<file path="src/rtl/spi_mem_pkg.sv">
package spi_mem_pkg;

  typedef enum logic [1:0] {
    KIND_MAILBOX = 2'd0,
    KIND_WRITE   = 2'd1,
    KIND_READ    = 2'd2
  } cmd_kind_e;

endpackage

</file>
<file path="src/rtl/spi_pin_sync.sv">
module spi_pin_sync #(
  parameter int          N_PINS  = 3,
  parameter int          STAGES  = 2,
  parameter logic [N_PINS-1:0] RST_VAL = '0
) (
  input  logic              clk,
  input  logic              rst_n,
  input  logic [N_PINS-1:0] pin_in,
  output logic [N_PINS-1:0] pin_sync
);

  genvar gp;
  generate
    for (gp = 0; gp < N_PINS; gp++) begin : g_pin
      logic [STAGES-1:0] pipe_q;
      logic [STAGES-1:0] pipe_n;

      always_comb begin
        pipe_n = {pipe_q[STAGES-2:0], pin_in[gp]};
      end

      always_ff @(posedge clk or negedge rst_n) begin
        if (!rst_n) begin
          pipe_q <= {STAGES{RST_VAL[gp]}};
        end else begin
          pipe_q <= pipe_n;
        end
      end

      assign pin_sync[gp] = pipe_q[STAGES-1];
    end
  endgenerate

endmodule

</file>
<file path="src/rtl/spi_rx_frame.sv">
module spi_rx_frame
  import spi_mem_pkg::*;
#(
  parameter int ADDR_W = 16,
  parameter int DATA_W = 8
) (
  input  logic              clk,
  input  logic              rst_n,
  input  logic              cs_act,
  input  logic              cs_end,
  input  logic              sck_rise,
  input  logic              mosi_bit,
  output logic [ADDR_W-1:0] mem_addr,
  output logic              mem_rd_en,
  output logic              mem_wr_en,
  output logic [DATA_W-1:0] mem_wdata,
  output logic              irq,
  output logic [DATA_W-1:0] last_cmd,
  output logic [ADDR_W-1:0] last_addr,
  output logic              data_phase,
  output logic [$clog2(DATA_W)-1:0] bit_idx,
  output logic              is_read
);

  localparam int CMD_W = DATA_W;
  localparam int HDR   = CMD_W + ADDR_W;
  localparam int CNT_W = $clog2(HDR + 1);
  localparam int BIT_W = $clog2(DATA_W);

  logic [CNT_W-1:0]  hdr_q, hdr_n;
  logic [BIT_W-1:0]  bit_q, bit_n;
  logic [ADDR_W-1:0] sh_q, sh_n, shin;
  logic [CMD_W-1:0]  cmd_q, cmd_n;
  logic              cmd_ok_q, cmd_ok_n;
  logic [ADDR_W-1:0] ptr_q, ptr_n;
  logic [ADDR_W-1:0] addr_q, addr_n;
  logic              rd_q, rd_n, wr_q, wr_n, irq_q, irq_n;
  logic [DATA_W-1:0] wdata_q, wdata_n;
  logic [CMD_W-1:0]  lcmd_q, lcmd_n;
  logic [ADDR_W-1:0] laddr_q, laddr_n;
  cmd_kind_e         kind;
  logic              quiet_cmd;

  // Command decode: top bit 0 is a mailbox, 10 a write, 11 a read.
  always_comb begin
    if (!cmd_q[CMD_W-1])      kind = KIND_MAILBOX;
    else if (cmd_q[CMD_W-2])  kind = KIND_READ;
    else                      kind = KIND_WRITE;
    quiet_cmd = cmd_q[CMD_W-1] && (cmd_q[CMD_W-3:0] == '0);
  end

  always_comb begin
    hdr_n    = hdr_q;
    bit_n    = bit_q;
    sh_n     = sh_q;
    cmd_n    = cmd_q;
    cmd_ok_n = cmd_ok_q;
    ptr_n    = ptr_q;
    addr_n   = addr_q;
    wdata_n  = wdata_q;
    lcmd_n   = lcmd_q;
    laddr_n  = laddr_q;
    rd_n     = 1'b0;
    wr_n     = 1'b0;
    irq_n    = cs_end && cmd_ok_q && !quiet_cmd;
    shin     = {sh_q[ADDR_W-2:0], mosi_bit};
    if (!cs_act) begin
      hdr_n    = '0;
      bit_n    = '0;
      cmd_ok_n = 1'b0;
    end else if (sck_rise) begin
      sh_n = shin;
      if (hdr_q != CNT_W'(HDR)) begin
        hdr_n = hdr_q + CNT_W'(1);
        if (hdr_q == CNT_W'(CMD_W - 1)) begin
          cmd_n    = shin[CMD_W-1:0];
          cmd_ok_n = 1'b1;
          lcmd_n   = shin[CMD_W-1:0];
        end
        if (hdr_q == CNT_W'(HDR - 1)) begin
          laddr_n = shin;
          addr_n  = shin;
          if (kind == KIND_READ) begin
            rd_n  = 1'b1;
            ptr_n = shin + ADDR_W'(1);
          end else begin
            ptr_n = shin;
          end
        end
      end else begin
        bit_n = bit_q + BIT_W'(1);
        if (bit_q == BIT_W'(DATA_W - 1)) begin
          bit_n = '0;
          if (kind == KIND_WRITE) begin
            wr_n    = 1'b1;
            addr_n  = ptr_q;
            wdata_n = shin[DATA_W-1:0];
            ptr_n   = ptr_q + ADDR_W'(1);
          end else if (kind == KIND_READ) begin
            rd_n   = 1'b1;
            addr_n = ptr_q;
            ptr_n  = ptr_q + ADDR_W'(1);
          end
        end
      end
    end
  end

  always_ff @(posedge clk or negedge rst_n) begin
    if (!rst_n) begin
      hdr_q    <= '0;
      bit_q    <= '0;
      sh_q     <= '0;
      cmd_q    <= '0;
      cmd_ok_q <= 1'b0;
      ptr_q    <= '0;
      addr_q   <= '0;
      wdata_q  <= '0;
      lcmd_q   <= '0;
      laddr_q  <= '0;
      rd_q     <= 1'b0;
      wr_q     <= 1'b0;
      irq_q    <= 1'b0;
    end else begin
      hdr_q    <= hdr_n;
      bit_q    <= bit_n;
      sh_q     <= sh_n;
      cmd_q    <= cmd_n;
      cmd_ok_q <= cmd_ok_n;
      ptr_q    <= ptr_n;
      addr_q   <= addr_n;
      wdata_q  <= wdata_n;
      lcmd_q   <= lcmd_n;
      laddr_q  <= laddr_n;
      rd_q     <= rd_n;
      wr_q     <= wr_n;
      irq_q    <= irq_n;
    end
  end

  assign mem_addr   = addr_q;
  assign mem_rd_en  = rd_q;
  assign mem_wr_en  = wr_q;
  assign mem_wdata  = wdata_q;
  assign irq        = irq_q;
  assign last_cmd   = lcmd_q;
  assign last_addr  = laddr_q;
  assign data_phase = cs_act && (hdr_q == CNT_W'(HDR));
  assign bit_idx    = bit_q;
  assign is_read    = cmd_ok_q && (kind == KIND_READ);

  // an idle select line never lets a strobe through
  assert_idle_no_strobe_R1: assert property (@(posedge clk) disable iff (!rst_n)
    !cs_act |=> !(mem_rd_en || mem_wr_en));

  // a write strobe only ever belongs to a write command
  assert_write_needs_write_cmd_R4: assert property (@(posedge clk) disable iff (!rst_n)
    mem_wr_en |-> (kind == KIND_WRITE));

  // mailbox commands never reach the RAM
  assert_mailbox_no_access_R6: assert property (@(posedge clk) disable iff (!rst_n)
    (mem_rd_en || mem_wr_en) |-> (kind != KIND_MAILBOX));

  // interrupt is one cycle long and follows the end of a frame
  assert_irq_single_cycle_R7: assert property (@(posedge clk) disable iff (!rst_n)
    irq |=> !irq);
  assert_irq_after_end_R7: assert property (@(posedge clk) disable iff (!rst_n)
    irq |-> $past(cs_end));

endmodule

</file>
<file path="src/rtl/spi_tx_path.sv">
module spi_tx_path #(
  parameter int DATA_W = 8
) (
  input  logic              clk,
  input  logic              rst_n,
  input  logic              cs_act,
  input  logic              sck_fall,
  input  logic              data_phase,
  input  logic [$clog2(DATA_W)-1:0] bit_idx,
  input  logic              is_read,
  input  logic              rd_issued,
  input  logic [DATA_W-1:0] rdata,
  output logic              miso,
  output logic              miso_oe
);

  logic              pend_q, pend_n;
  logic [DATA_W-1:0] buf_q, buf_n;
  logic [DATA_W-1:0] tx_q, tx_n;
  logic              oe_q, oe_n;

  always_comb begin
    pend_n = rd_issued;
    buf_n  = pend_q ? rdata : buf_q;
    tx_n   = tx_q;
    oe_n   = oe_q;
    if (!cs_act) begin
      tx_n = '0;
      oe_n = 1'b0;
    end else if (sck_fall && data_phase && is_read) begin
      if (bit_idx == '0) begin
        tx_n = buf_q;
        oe_n = 1'b1;
      end else begin
        tx_n = {tx_q[DATA_W-2:0], 1'b0};
      end
    end
  end

  always_ff @(posedge clk or negedge rst_n) begin
    if (!rst_n) begin
      pend_q <= 1'b0;
      buf_q  <= '0;
      tx_q   <= '0;
      oe_q   <= 1'b0;
    end else begin
      pend_q <= pend_n;
      buf_q  <= buf_n;
      tx_q   <= tx_n;
      oe_q   <= oe_n;
    end
  end

  assign miso    = tx_q[DATA_W-1];
  assign miso_oe = oe_q;

  // output is released whenever the select is idle
  assert_oe_released_idle_R9: assert property (@(posedge clk) disable iff (!rst_n)
    !cs_act |=> !miso_oe);

  // output is driven only for read commands
  assert_oe_only_read_R9: assert property (@(posedge clk) disable iff (!rst_n)
    miso_oe |-> is_read);

endmodule

</file>
<file path="src/rtl/spi_mem_port.sv">
module spi_mem_port #(
  parameter int ADDR_W      = 16,
  parameter int DATA_W      = 8,
  parameter int SYNC_STAGES = 2
) (
  input  logic              clk,
  input  logic              rst_n,
  input  logic              spi_csn,
  input  logic              spi_sck,
  input  logic              spi_mosi,
  output logic              spi_miso,
  output logic              spi_miso_oe,
  output logic [ADDR_W-1:0] mem_addr,
  output logic              mem_rd_en,
  output logic              mem_wr_en,
  output logic [DATA_W-1:0] mem_wdata,
  input  logic [DATA_W-1:0] mem_rdata,
  output logic              cpu_irq,
  output logic [DATA_W-1:0] cpu_last_cmd,
  output logic [ADDR_W-1:0] cpu_last_addr
);

  localparam int BIT_W = $clog2(DATA_W);

  logic [1:0] rst_pipe;
  logic       rst_sn;
  logic [2:0] pins_s;
  logic       csn_s, sck_s, mosi_s;
  logic       csn_q, sck_q;
  logic       cs_act, cs_end, sck_rise, sck_fall;
  logic       data_phase, is_read;
  logic [BIT_W-1:0] bit_idx;

  // Asynchronous assertion, synchronous release
  always_ff @(posedge clk or negedge rst_n) begin
    if (!rst_n) rst_pipe <= 2'b00;
    else        rst_pipe <= {rst_pipe[0], 1'b1};
  end
  assign rst_sn = rst_pipe[1];

  spi_pin_sync #(
    .N_PINS (3),
    .STAGES (SYNC_STAGES),
    .RST_VAL(3'b100)
  ) u_sync (
    .clk     (clk),
    .rst_n   (rst_sn),
    .pin_in  ({spi_csn, spi_sck, spi_mosi}),
    .pin_sync(pins_s)
  );
  assign {csn_s, sck_s, mosi_s} = pins_s;

  always_ff @(posedge clk or negedge rst_sn) begin
    if (!rst_sn) begin
      csn_q <= 1'b1;
      sck_q <= 1'b0;
    end else begin
      csn_q <= csn_s;
      sck_q <= sck_s;
    end
  end

  assign cs_act   = !csn_s;
  assign cs_end   = csn_s && !csn_q;
  assign sck_rise = cs_act && sck_s && !sck_q;
  assign sck_fall = cs_act && !sck_s && sck_q;

  spi_rx_frame #(
    .ADDR_W(ADDR_W),
    .DATA_W(DATA_W)
  ) u_rx (
    .clk       (clk),
    .rst_n     (rst_sn),
    .cs_act    (cs_act),
    .cs_end    (cs_end),
    .sck_rise  (sck_rise),
    .mosi_bit  (mosi_s),
    .mem_addr  (mem_addr),
    .mem_rd_en (mem_rd_en),
    .mem_wr_en (mem_wr_en),
    .mem_wdata (mem_wdata),
    .irq       (cpu_irq),
    .last_cmd  (cpu_last_cmd),
    .last_addr (cpu_last_addr),
    .data_phase(data_phase),
    .bit_idx   (bit_idx),
    .is_read   (is_read)
  );

  spi_tx_path #(
    .DATA_W(DATA_W)
  ) u_tx (
    .clk       (clk),
    .rst_n     (rst_sn),
    .cs_act    (cs_act),
    .sck_fall  (sck_fall),
    .data_phase(data_phase),
    .bit_idx   (bit_idx),
    .is_read   (is_read),
    .rd_issued (mem_rd_en),
    .rdata     (mem_rdata),
    .miso      (spi_miso),
    .miso_oe   (spi_miso_oe)
  );

endmodule

</file>
<file path="config.mk">
export PLATFORM = sky130hd
export DESIGN_NAME = spi_mem_port
export DESIGN_NICKNAME = d
export VERILOG_FILES = /design/src/rtl/spi_mem_pkg.sv /design/src/rtl/spi_pin_sync.sv /design/src/rtl/spi_rx_frame.sv /design/src/rtl/spi_tx_path.sv /design/src/rtl/spi_mem_port.sv
export SDC_FILE = /design/constraint.sdc
export NUM_CORES = 1
export LEC_CHECK = 0
export BUFFER_PORTS_ARGS = -buffer_cell sky130_fd_sc_hd__buf_2
export CORE_MARGIN = 2
export CORE_UTILIZATION = 45
export DETAILED_ROUTE_END_ITERATION = 16
export HOLD_SLACK_MARGIN = 0.05
export MAX_ROUTING_LAYER = met4
export PLACE_DENSITY_LB_ADDON = 0.3
export SYNTH_ARGS = -nofsm -noshare
export SYNTH_HDL_FRONTEND = slang
export SYNTH_SLANG_ARGS = --single-unit
</file>
<file path="constraint.sdc">
create_clock -name clk -period 8 [get_ports clk]
set_clock_uncertainty 0.05 [all_clocks]
set_input_delay 1.2 -clock clk [delete_from_list [all_inputs] [get_ports clk]]
set_output_delay 1.2 -clock clk [all_outputs]
set_load 0.03 [all_outputs]
</file>
Word level (Yosys, flattened, before mapping)
Index checks and enable logic that the tools add are counted.
{"block": "totals", "regBits": 119, "latch_bits": 0, "ramBits": 0, "rom_bits": 0, "input_bits": 13, "elab_cells": 114, "memories": 0}
{"block": "op_classes", "n_addsub": 4, "mul": 0, "n_div": 0, "order_cmp": 0, "eq_ne": 9, "n_shift": 0, "mux": 42, "n_bitwise": 2, "n_reduce_logical": 35}
{"operator": "$mux W16", "count": 11}
{"operator": "$add A16 B1 Y16 const B", "count": 2}
{"operator": "$mux W8", "count": 3}
{"operator": "$mux W1", "count": 19}
{"operator": "$mux W5", "count": 3}
{"operator": "$logic_and A1 B1 Y1", "count": 12}
{"operator": "$mux W3", "count": 4}
{"operator": "$reduce_bool A2 Y1", "count": 6}
{"operator": "$eq A5 B5 Y1 const B", "count": 2}
{"operator": "$reduce_and A5 Y1", "count": 2}
{"operator": "$reduce_and A2 Y1", "count": 4}
{"operator": "$reduce_and A4 Y1", "count": 2}
{"operator": "$logic_not A6 Y1", "count": 1}
{"operator": "$add A5 B1 Y5 const B", "count": 1}
{"operator": "$eq A5 B3 Y1 const B", "count": 1}
{"operator": "$logic_not A1 Y1", "count": 5}
{"operator": "$ne A5 B5 Y1 const B", "count": 1}
{"operator": "$mux W2", "count": 2}
{"operator": "$ne A2 B2 Y1 const B", "count": 2}
{"operator": "$add A3 B1 Y3 const B", "count": 1}
{"operator": "$eq A3 B3 Y1 const B", "count": 1}
{"operator": "$logic_not A3 Y1", "count": 1}
{"operator": "$reduce_and A3 Y1", "count": 1}
{"operator": "$reduce_bool A3 Y1", "count": 1}
{"operator": "3 further kinds", "count": 4}

Longest topological paths before layout
Gate-level depths: netlist (run 1).
{"block": "logic_depth", "depth_word": 9, "mapped_depth": 9}

Hierarchy
From an unflattened synthesis (run 1), not the netlist that was laid out.
{"block": "hier_totals", "cells_unflattened": 524, "hier_area_um2": 5479.0}
{"module": "spi_rx_frame", "n_inst": 1, "cells_each": 451, "area_each_um2": 4418.0, "seq_area_each_um2": 2277.2}
{"module": "spi_tx_path", "n_inst": 1, "cells_each": 55, "area_each_um2": 755.7, "seq_area_each_um2": 450.4}
{"module": "spi_pin_sync", "n_inst": 1, "cells_each": 9, "area_each_um2": 175.2, "seq_area_each_um2": 152.6}
{"module": "spi_mem_port", "n_inst": 1, "cells_each": 9, "area_each_um2": 130.1, "seq_area_each_um2": 101.3}

Worst setup path after synthesis (run 1)
OpenSTA, ideal clock, no wires.
{"block": "synth_path", "kind": "register -> register", "startpoint": "reg u_rx.hdr_q[0]", "endpoint": "reg u_rx.ptr_q[13]", "setup_ns": 0.087, "arrival_ns": 1.869, "required_time_ns": 7.863, "setup_slack_ns": 5.995, "stages_incl_launch_ff": 9, "path_buffers": 1, "cell_sequence": "dfrtp_1 > inv_1 > ha_1 > and4b_1 > nand3_1 > a21o_1 > clkbuf_1 > or4_1 > o211ai_1"}
{"block": "synth_between", "elab_chain_cells": 3}
{"element": "start, declared", "line_no": "spi_rx_frame.sv:30", "text": "logic [CNT_W-1:0] hdr_q, hdr_n;"}
{"element": "start signal, assigned", "line_no": "spi_rx_frame.sv:125", "text": "hdr_q <= hdr_n;"}
{"element": "$eq A5 B5 Y1 or $ne A5 B5 Y1 (tied branches)", "line_no": "spi_rx_frame.sv:80, spi_rx_frame.sv:73"}
{"element": "$ne A2 B2 Y1 (no line), or another cell as far along"}
{"element": "$reduce_and A5 Y1 (no line)"}
{"element": "end signal, assigned", "line_no": "spi_rx_frame.sv:130", "text": "ptr_q <= ptr_n;"}
{"element": "end, declared", "line_no": "spi_rx_frame.sv:35", "text": "logic [ADDR_W-1:0] ptr_q, ptr_n;"}
Parallel ways exist; a longest one is shown, timed or not.
A chain may end at the register's enable or synchronous reset.

Worst setup path after layout (run 1)
{"block": "layout_path", "startpoint": "reg sck_q", "endpoint": "reg u_rx.ptr_q[9]"}
{"block": "layout_between", "elab_chain_cells": 3}
{"element": "start, declared", "line_no": "spi_mem_port.sv:29", "text": "logic csn_q, sck_q;"}
{"element": "start signal, assigned", "line_no": "spi_mem_port.sv:59", "text": "sck_q <= sck_s;"}
{"element": "$logic_not A1 Y1", "line_no": "spi_mem_port.sv:65", "text": "assign sck_rise = cs_act && sck_s && !sck_q;"}
{"element": "$logic_and A1 B1 Y1", "line_no": "spi_mem_port.sv:65"}
{"element": "$reduce_and A5 Y1 (no line)"}
No other way between the ends.

==> flow_summary.yaml, run 1 <==
place:
  dpl.hpwl_mm: 7.772
  routabilityCongestion: 0.8859
  portBuffers: 65
  post_dp_cell_area_um2: 5779
clocking:
  cts_resized: 0
  worstSkewPairLatency_ps: 410
  max-clock-path-buffers: 2
  clockRootBuffer: "clkbuf_16"
  cts.htree.levels: 4
  cts_hold_buffers: 0
  post_cts_buffers: 0
  cts_num_sinks: 119
  cts_tree: "built"
  clk_pin_slew_worst_paths_ps: 50
  cts-buffers-inserted: 17
run:
  max_cap_viol_count: 0
synthesis:
  synth.top_cells.by_count: "dfrtp_1 (116), nand2_1 (99), mux2_2 (40)"
  synthXorXnorAreaFrac_pct: 3.098
  yosys_most_used_dff: "dfrtp_1"
  synth_seq_cells: 119
  yosys_warnings: 0
  netlist.area_leader.share_pct: 54.04
  synth_compound_area_share_pct: 9.853
  synthesis.instances: 517
  synth_area_um2: 5371
  synth-edff-count: 0
  synthAdderAreaFrac_pct: 1.631
  synth_top_family_by_area: "simple AND/OR/NAND/NOR gates"
  yosys.area.top_type: "dfrtp_1"
  ys_seq_area_share_pct: 55.51
  yosys.cell_types.count: 53
  synth_most_common_cell: "dfrtp_1"
  synth-simple-area-share_pct: 16.98
  async_reset_ff_share_pct: 100.0
  syn-num-nets: 537
  synth_area_leaders: "dfrtp_1 (54%), mux2_2 (8.4%), nand2_1 (6.9%)"
  synth.avg_cell_area_um2: 10.39
  synthMuxAreaShare_pct: 9.760
setup_path:
  worst_setup_path_start_kind: "register"
  crit_type: "reg2reg"
  critPathMaxStageDelay_ps: 1010
  crit_chain: "nor2b_1 > nand2b_1 > a21oi_4 > o21ai_0 > a221o_1"
  cp_num_buf_inv: 0
  path_delay_family: "compound AO/OA/AOI/OAI gates"
  crit_path_max_fanout: 48
  worst_ep_required_time_ps: 8240
  arrival_ps: 3550
  crit_path_end_kind: "register"
  slowest_stage: "a21oi_4"
timing:
  max_freq_mhz: 302.5
  setup_tns_ps: 0
  post-route-period-util_pct: 41.32
  setup_viol: 0
  hold_viol: 0
  tightestPinTransition_ps: 1072
  rsz0062_at_grt: "false"
  drv_slew: 0
  period_needed_ps: 3306
  max_slew_margin_pct: 28.38
layout:
  nNetsFinal: 590
  fillers: 982
  stdcell_area_um2: 6406
  n_antenna_cell: 0
  drive_above_1_share_pct: 26.24
  syn2layout_area_growth_pct: 19.26
global_route:
  grt_use_total_pct: 20.36
  grt_start_max_net_pins: 69
  overflow: 0
  grt_pass1_wl_mm: 19.95
  grt_antenna_before_repair: 0
  grt_pass1_vias: 3967
floorplan:
  dieArea_um2: 12830
  chipHeight_um: 113.3
  pin_count: 66
  std_cell_rows: 39
  fp.coreArea_um2: 11520
  die_x_um: 113.3
  initial_core_util_pct: 46.64
drt:
  drt-initial-drc-count: 272
  vias_per_cell: 5.413
  routed_wl_mm: 11.65
  drc: 3
  ant_nets: 0
  first_pass_iters: 11
  vias: 3930
  wl_per_cell_um: 16.05
hold_path:
  hp-class: "reg2reg"
power_and_ir_drop:
  power_density_nw_per_um2: 233.1
  power.total_mw: 1.493
  power.leakage_nw: 3.094
  vdd_drop_max_uv: 152.4
outcome:
  violations: "DRC"
  status: "complete, but fails checks"
## state kept, by name, indices dropped and copies added, names as in the netlist
signal	flops
u_rx.cmd_ok_q	1
u_rx.mem_wdata	8
u_rx.mem_wr_en	1
u_rx.mem_rd_en	1
u_rx.mem_addr	16
u_rx.irq	1
u_rx.ptr_q	16
u_rx.hdr_q	5
u_rx.sh_q	15
u_tx.miso_oe	1
u_tx.tx_q	8
rst_pipe	2
u_sync.g_pin.pipe_q	6
u_rx.bit_idx	3
u_rx.cmd_q	8
csn_q	1
u_tx.buf_q	8
u_tx.pend_q	1
u_rx.last_addr	16
sck_q	1
## cell type report
cell class | count | area, um^2 | share of cell area (%)
sequential | 119 | 2985 | 46.60
clock inverter | 11 | 146.4 | 2.285
timing repair buffer | 68 | 347.8 | 5.430
clock buffer | 21 | 480.5 | 7.500
tap | 143 | 178.9 | 2.793
multi-input combinational | 357 | 2241 | 34.98
inverter | 7 | 26.28 | 0.4102
## routing by layer
metal | share of wire (%) | track usage (%)
met1 | 48 | 28.37
met2 | 44 | 28.26
met3 | 5.9 | 5.731
met4 | 1.1 | 8.049
met5 | 0 | -
## layout by cell type, fill, tap and decap left out, drive strengths merged, types with 4 or more instances in the layout
master | Yosys | final
a211oi | 9 | 9
nand2 | 99 | 99
o21ai | 10 | 10
a21oi | 28 | 28
nand4 | 8 | 8
nor2 | 37 | 37
clkinvlp | 0 | 5
dfrtp | 116 | 116
or2 | 4 | 4
mux2i | 4 | 4
nand3 | 15 | 15
inv | 7 | 7
nor3 | 11 | 11
buf | 15 | 68
clkbuf | 19 | 21
xor2 | 7 | 7
xnor2 | 12 | 12
ha | 7 | 7
a31oi | 16 | 16
mux2 | 43 | 43
o22ai | 4 | 4
## metrics by stage
stage               utilization (%)  hold slack, ps  instances  worst slack [ps]
global route                  55.63           314.1        726              4233
detailed placement            50.18           287.1        694              4747
global placement              50.18           283.8        694              4786
finish                        55.63           303.4        726              4694
floorplan                         -           281.2        517              4395
CTS                           55.63           302.1        726              4696
## path summary, 6_finish.rpt
| kind | slack [ps] | from | cells past startpoint | end |
|---|---|---|---|---|
| worst min register to register | 300 | u_sync.g_pin[0].pipe_q[0] | 0 | u_sync.g_pin[0].pipe_q[1] |
| worst max register to register | 4690 | sck_q | 5 | u_rx.ptr_q[9] |
| worst min-delay path | 300 | u_sync.g_pin[0].pipe_q[0] | 0 | u_sync.g_pin[0].pipe_q[1] |
| worst max-delay path | 4690 | sck_q | 5 | u_rx.ptr_q[9] |
| min in group asynchronous | 310 | rst_pipe[1] | 0 | u_sync.g_pin[1].pipe_q[0] |
| max in group asynchronous | 6270 | rst_pipe[1] | 1 | u_sync.g_pin[0].pipe_q[1] |
## logic make-up after synthesis
| family | count (synthesis) |
|---|---|
| multiplexers | 47 |
| buffers and inverters | 41 |
| AO/OA/AOI/OAI | 84 |
| AND/OR/NAND/NOR | 199 |
| flip-flops | 119 |
| XOR/XNOR | 19 |
| other | 1 |
| adder cells (fa/ha/maj) | 7 |
## power breakdown
part / switching [mW] / leakage, nW / internal (mW)
combinational: 0.0279 / 1.17 / 0.0189
sequential: 0.0392 / 1.63 / 0.616
clock: 0.270 / 0.293 / 0.522
total: 0.337 / 3.09 / 1.16
Power figures use the tool's default switching activity.
==> run 2: changes to the inputs <==
- clock period: 8 -> 3.4 ns (I/O delays scaled with it)
==> flow_summary.yaml, run 2 (same netlist as run 1, synthesis figures left out) <==
outcome:
  status: "complete, but fails checks"
  violations: "DRC"
power_and_ir_drop:
  power_density_nw_per_um2: 540.5
  intPower_mw: 2.718
  switching_share_pct: 21.99
  pwr-share-comb_pct: 3.2
  vdd_drop_max_uv: 292.9
  pwr-share-seq_pct: 44.5
  power.leakage_nw: 3.129
  switchingPower_uw: 766.5
  clkPwrFrac_pct: 52.4
timing:
  max_freq_mhz: 401.7
  worst_slack_ps: 910.4
  tightestPinTransition_ps: 945.7
  drv_slew: 0
  setup_viol: 0
  setup_tns_ps: 0
  hold_viol: 0
  max_slew_margin_pct: 36.83
  timing.hold.ws_ps: 148.8
  rsz0062_at_grt: "false"
  post-route-period-util_pct: 73.22
  period_needed_ps: 2490
floorplan:
  initial_core_util_pct: 46.64
  dieArea_um2: 12830
  pin_count: 66
  die_x_um: 113.3
  std_cell_rows: 39
  fp.coreArea_um2: 11520
  chipHeight_um: 113.3
global_route:
  grt_antenna_before_repair: 0
  grt_pass1_vias: 4112
  grt_pass1_wl_mm: 20.42
  overflow: 0
  grt_use_total_pct: 20.72
  grt_start_max_net_pins: 60
layout:
  layout_common_cells: "dfrtp_1 (115), nand2_1 (99), buf_2 (65)"
  instances_no_fill: 731
  fin_util_pct: 55.99
  syn2layout_area_growth_pct: 20.03
  layout_commonest_cell: "dfrtp_1"
  drive_above_1_share_pct: 26.36
  nNetsFinal: 596
  n_antenna_cell: 0
drt:
  wl_per_cell_um: 16.28
  drt-initial-drc-count: 254
  vias_per_cell: 5.475
  first_pass_iters: 11
  routed_wl_mm: 11.90
  vias: 4002
  drc: 3
  ant_nets: 0
setup_path:
  crit_type: "reg2reg"
  crit_path_max_fanout: 27
  crit_path_end_kind: "register"
  r2r_cells: 6
  ff2ff_setup_slack_ps: 910
  arrival_ps: 2740
  worst_setup_path_start_kind: "register"
  worst_ep_required_time_ps: 3650
  r2r_end: "u_rx.ptr_q[9]"
  r2r_start: "u_sync.g_pin[1].pipe_q[1]"
place:
  dp_worst_setup_slack_ps: 945.9
  dpl.hpwl_mm: 7.841
  portBuffers: 65
  routabilityCongestion: 0.8283
  placed_cells: 699
hold_path:
  hp-class: "in2reg"
  min_path_cells: 1
  min-delay-start: "spi_csn"
  hold_path_end: "u_sync.g_pin[2].pipe_q[0]"
clocking:
  cts-buffers-inserted: 17
  max-clock-path-buffers: 2
  cts_num_sinks: 119
  post_cts_buffers: 0
  clockRootBuffer: "clkbuf_16"
  clk_pin_slew_worst_paths_ps: 50
  cts.htree.levels: 4
  worstSkewPairLatency_ps: 410
  cts_tree: "built"
run:
  max_cap_viol_count: 0
## run 2: critical path: stages, from the launching register on
cell and delay, ps:
dfrtp_1 360, nor2b_1 510, nand2b_1 100, buf_4 230, a21oi_4 550, o21ai_0 190, a221o_1 370
## run 2: metal layers
layer	part of all wire (%)	track usage [%]	vias to the layer above
met2	46	30.34	119
met3	6.3	5.088	16
met1	46	27.88	1945
met5	0	-	-
met4	1.7	8.293	0
li1	-	-	1922
## run 2: per-stage QoR
step / power, mW / instance area (um^2)
3_3_place_gp: 1.673 / 5829
2_1_floorplan: 1.621 / 5373
3_5_place_dp: 1.680 / 5829
5_1_grt: 3.606 / 6447
6_report: 3.485 / 6447
4_1_cts: 3.509 / 6447
## run 2: final cells by class
class / count / area (um^2)
Clock inverter: 8 / 120.1
Multi-Input combinational cell: 357 / 2241
Clock buffer: 23 / 488.0
Sequential cell: 119 / 2985
Fill cell: 1013 / 5069
Tap cell: 143 / 178.9
Inverter: 7 / 26.28
Timing Repair Buffer: 74 / 407.9
## run 2: how the worst max path moves through the flow
stage	slack (ps)	cells past startpoint	start	endpoint
2_1_floorplan	1370	0	rst_pipe[1]	sck_q
3_3_place_gp	1010	6	sck_q	u_rx.ptr_q[9]
3_5_place_dp	950	6	u_sync.g_pin[1].pipe_q[1]	u_rx.ptr_q[9]
4_1_cts	910	7	u_rx.hdr_q[0]	u_rx.ptr_q[9]
5_1_grt	710	6	u_sync.g_pin[1].pipe_q[1]	u_rx.ptr_q[9]
6_report	910	6	u_sync.g_pin[1].pipe_q[1]	u_rx.ptr_q[9]
## run 2: timing repair
| item | 4_1_cts | 5_1_grt |
|---|---|---|
| endpoints found under the setup margin | 0 | 0 |
| hold buffers | 1 | 0 |
| gates resized for setup | 0 | 0 |
| endpoints found under the hold margin | 2 | 0 |
## run 2: power groups by stage
stage | sequential [mW] | combinational, mW | clock, mW
6_report | 1.55 | 0.110 | 1.83
3_3_place_gp | 1.57 | 0.102 | 0
2_1_floorplan | 1.51 | 0.111 | 0
4_1_cts | 1.55 | 0.112 | 1.85
5_1_grt | 1.56 | 0.130 | 1.92
3_5_place_dp | 1.57 | 0.108 | 0
==> run 3: changes to the inputs <==
- clock period: 3.4 -> 2.2 ns (I/O delays scaled with it)
==> flow_summary.yaml, run 3 (same netlist as run 1, synthesis figures left out) <==
outcome:
  violations: "DRC"
  status: "complete, but fails checks"
global_route:
  grt_antenna_before_repair: 0
  grt_pass1_wl_mm: 20.29
  grt_use_total_pct: 20.76
  grt_pass1_vias: 4049
  grt_start_max_net_pins: 44
  overflow: 0
setup_path:
  cp-startpoint: "u_rx.ptr_q[3]"
  ff2ff_setup_slack_ps: 150
  cp_num_buf_inv: 0
  critPathMaxStageDelay_ps: 570
  crit_path_end_kind: "register"
  crit_chain: "nand3_2 > or4_4 > or2_0 > or4_1 > o211ai_1"
  worst_setup_path_start_kind: "register"
  critPathCapture: "u_rx.ptr_q[13]"
  r2r_cells: 5
  r2r_end: "u_rx.ptr_q[13]"
  path_depth: 5
  slowest_stage: "or4_4"
  crit_type: "reg2reg"
  path_delay_family: "simple AND/OR/NAND/NOR gates"
  arrival_ps: 2330
  worst_ep_required_time_ps: 2480
  r2r_start: "u_rx.ptr_q[3]"
  crit_path_max_fanout: 7
drt:
  first_pass_iters: 11
  vias: 4146
  drc: 3
  routed_wl_mm: 12.01
  ant_nets: 0
  wl_per_cell_um: 15.91
  vias_per_cell: 5.491
  drt-initial-drc-count: 249
layout:
  layout_common_cells: "dfrtp_1 (115), nand2_1 (99), buf_2 (65)"
  drive_above_1_share_pct: 28.76
  syn2layout_area_growth_pct: 24.18
  layout_commonest_cell: "dfrtp_1"
  nNetsFinal: 619
  fillers: 977
  n_antenna_cell: 0
timing:
  setup_tns_ps: 0
  rsz0062_at_grt: "false"
  period_needed_ps: 2047
  hold_viol: 0
  tightestPinTransition_ps: 522.7
  post-route-period-util_pct: 93.07
  setup_viol: 0
  max_freq_mhz: 488.4
  max_slew_margin_pct: 65.15
  drv_slew: 0
  timing.hold.ws_ps: 104.7
power_and_ir_drop:
  pwr-share-comb_pct: 4.5
  pwr-share-seq_pct: 42.7
  intPower_mw: 4.321
  power.leakage_nw: 3.262
  power_density_nw_per_um2: 824.6
  switching_share_pct: 21.43
  switchingPower_mw: 1.179
  vdd_drop_max_uv: 579.9
  clkPwrFrac_pct: 52.8
clocking:
  worstSkewPairLatency_ps: 410
  cts.htree.levels: 4
  max-clock-path-buffers: 2
  clk_pin_slew_worst_paths_ps: 50
  cts-buffers-inserted: 17
  cts_num_sinks: 119
  cts_tree: "built"
  clockRootBuffer: "clkbuf_16"
run:
  max_cap_viol_count: 0
place:
  routabilityCongestion: 0.8967
  portBuffers: 65
  dpl.hpwl_mm: 8.443
hold_path:
  hp-class: "in2reg"
floorplan:
  fp.coreArea_um2: 11520
  die_x_um: 113.3
  initial_core_util_pct: 46.64
  std_cell_rows: 39
  dieArea_um2: 12830
  chipHeight_um: 113.3
  pin_count: 66
## run 3: changes by cell type in the layout (fill, tap and decap cells not counted), moves of 2 or more
cell,previous run,this run
dlygate4sd3_1,1,4
clkbuf_1,2,4
clkinvlp_4,2,0
buf_4,7,26
## run 3: final cells by class
class	count	area, um^2	share of cell area [%]
well taps	143	178.9	2.682
flip-flops and latches	119	2985	44.76
multi-input cells	357	2253	33.78
clock inverters	8	143.9	2.157
inverters	7	26.28	0.3939
clock buffers	24	481.7	7.222
repair buffers	97	600.6	9.004
## run 3: how the worst min path moves through the flow
stage | from | endpoint | slack, ps | cells past startpoint
final | mem_rdata[0] | u_tx.buf_q[0] | 100 | 2
after global routing | mem_rdata[0] | u_tx.buf_q[0] | 90 | 2
after CTS | mem_rdata[0] | u_tx.buf_q[0] | 90 | 2
after detailed placement | rst_n | rst_pipe[0] | 70 | 1
after global placement | rst_n | rst_pipe[0] | 70 | 1
after floorplan | rst_n | rst_pipe[0] | -20 | 0
## run 3: per-layer routing
layer  GRT usage [%]  vias up  share of wire [%]
li1                -     1967                  -
met1           27.72     2031                 46
met2           30.18      131                 45
met3           6.749       17                7.5
met4           6.829        0                1.5
met5               -        -                  0
## run 3: metrics by stage
| stage | std cells | setup slack (ps) | power (mW) | utilization (%) | cell area, um^2 |
|---|---|---|---|---|---|
| floorplan | 517 | 166.5 | 2.506 | - | 5373 |
| finish | 755 | 152.6 | 5.500 | 57.92 | 6670 |
| CTS | 753 | 123.1 | 5.547 | 57.68 | 6643 |
| global placement | 717 | 192.3 | 2.615 | 51.90 | 5977 |
| global route | 755 | 48.54 | 5.704 | 57.92 | 6670 |
| detailed placement | 717 | 142.6 | 2.629 | 51.90 | 5977 |
## run 3: power groups by stage
stage                     combinational (mW)  clock [mW]  sequential (mW)
after CTS                              0.251        2.95             2.35
after detailed placement               0.245           0             2.38
after floorplan                        0.172           0             2.33
final                                  0.248        2.90             2.35
after global placement                 0.233           0             2.38
after global routing                   0.279        3.07             2.36
## run 3: what timing repair did
| action | CTS | global route |
|---|---|---|
| buffers inserted | 0 | 2 |
| endpoints found under the setup margin | 0 | 2 |
| endpoints found under the hold margin | 5 | 0 |
| gates resized for setup | 0 | 2 |
| hold buffers | 4 | 0 |
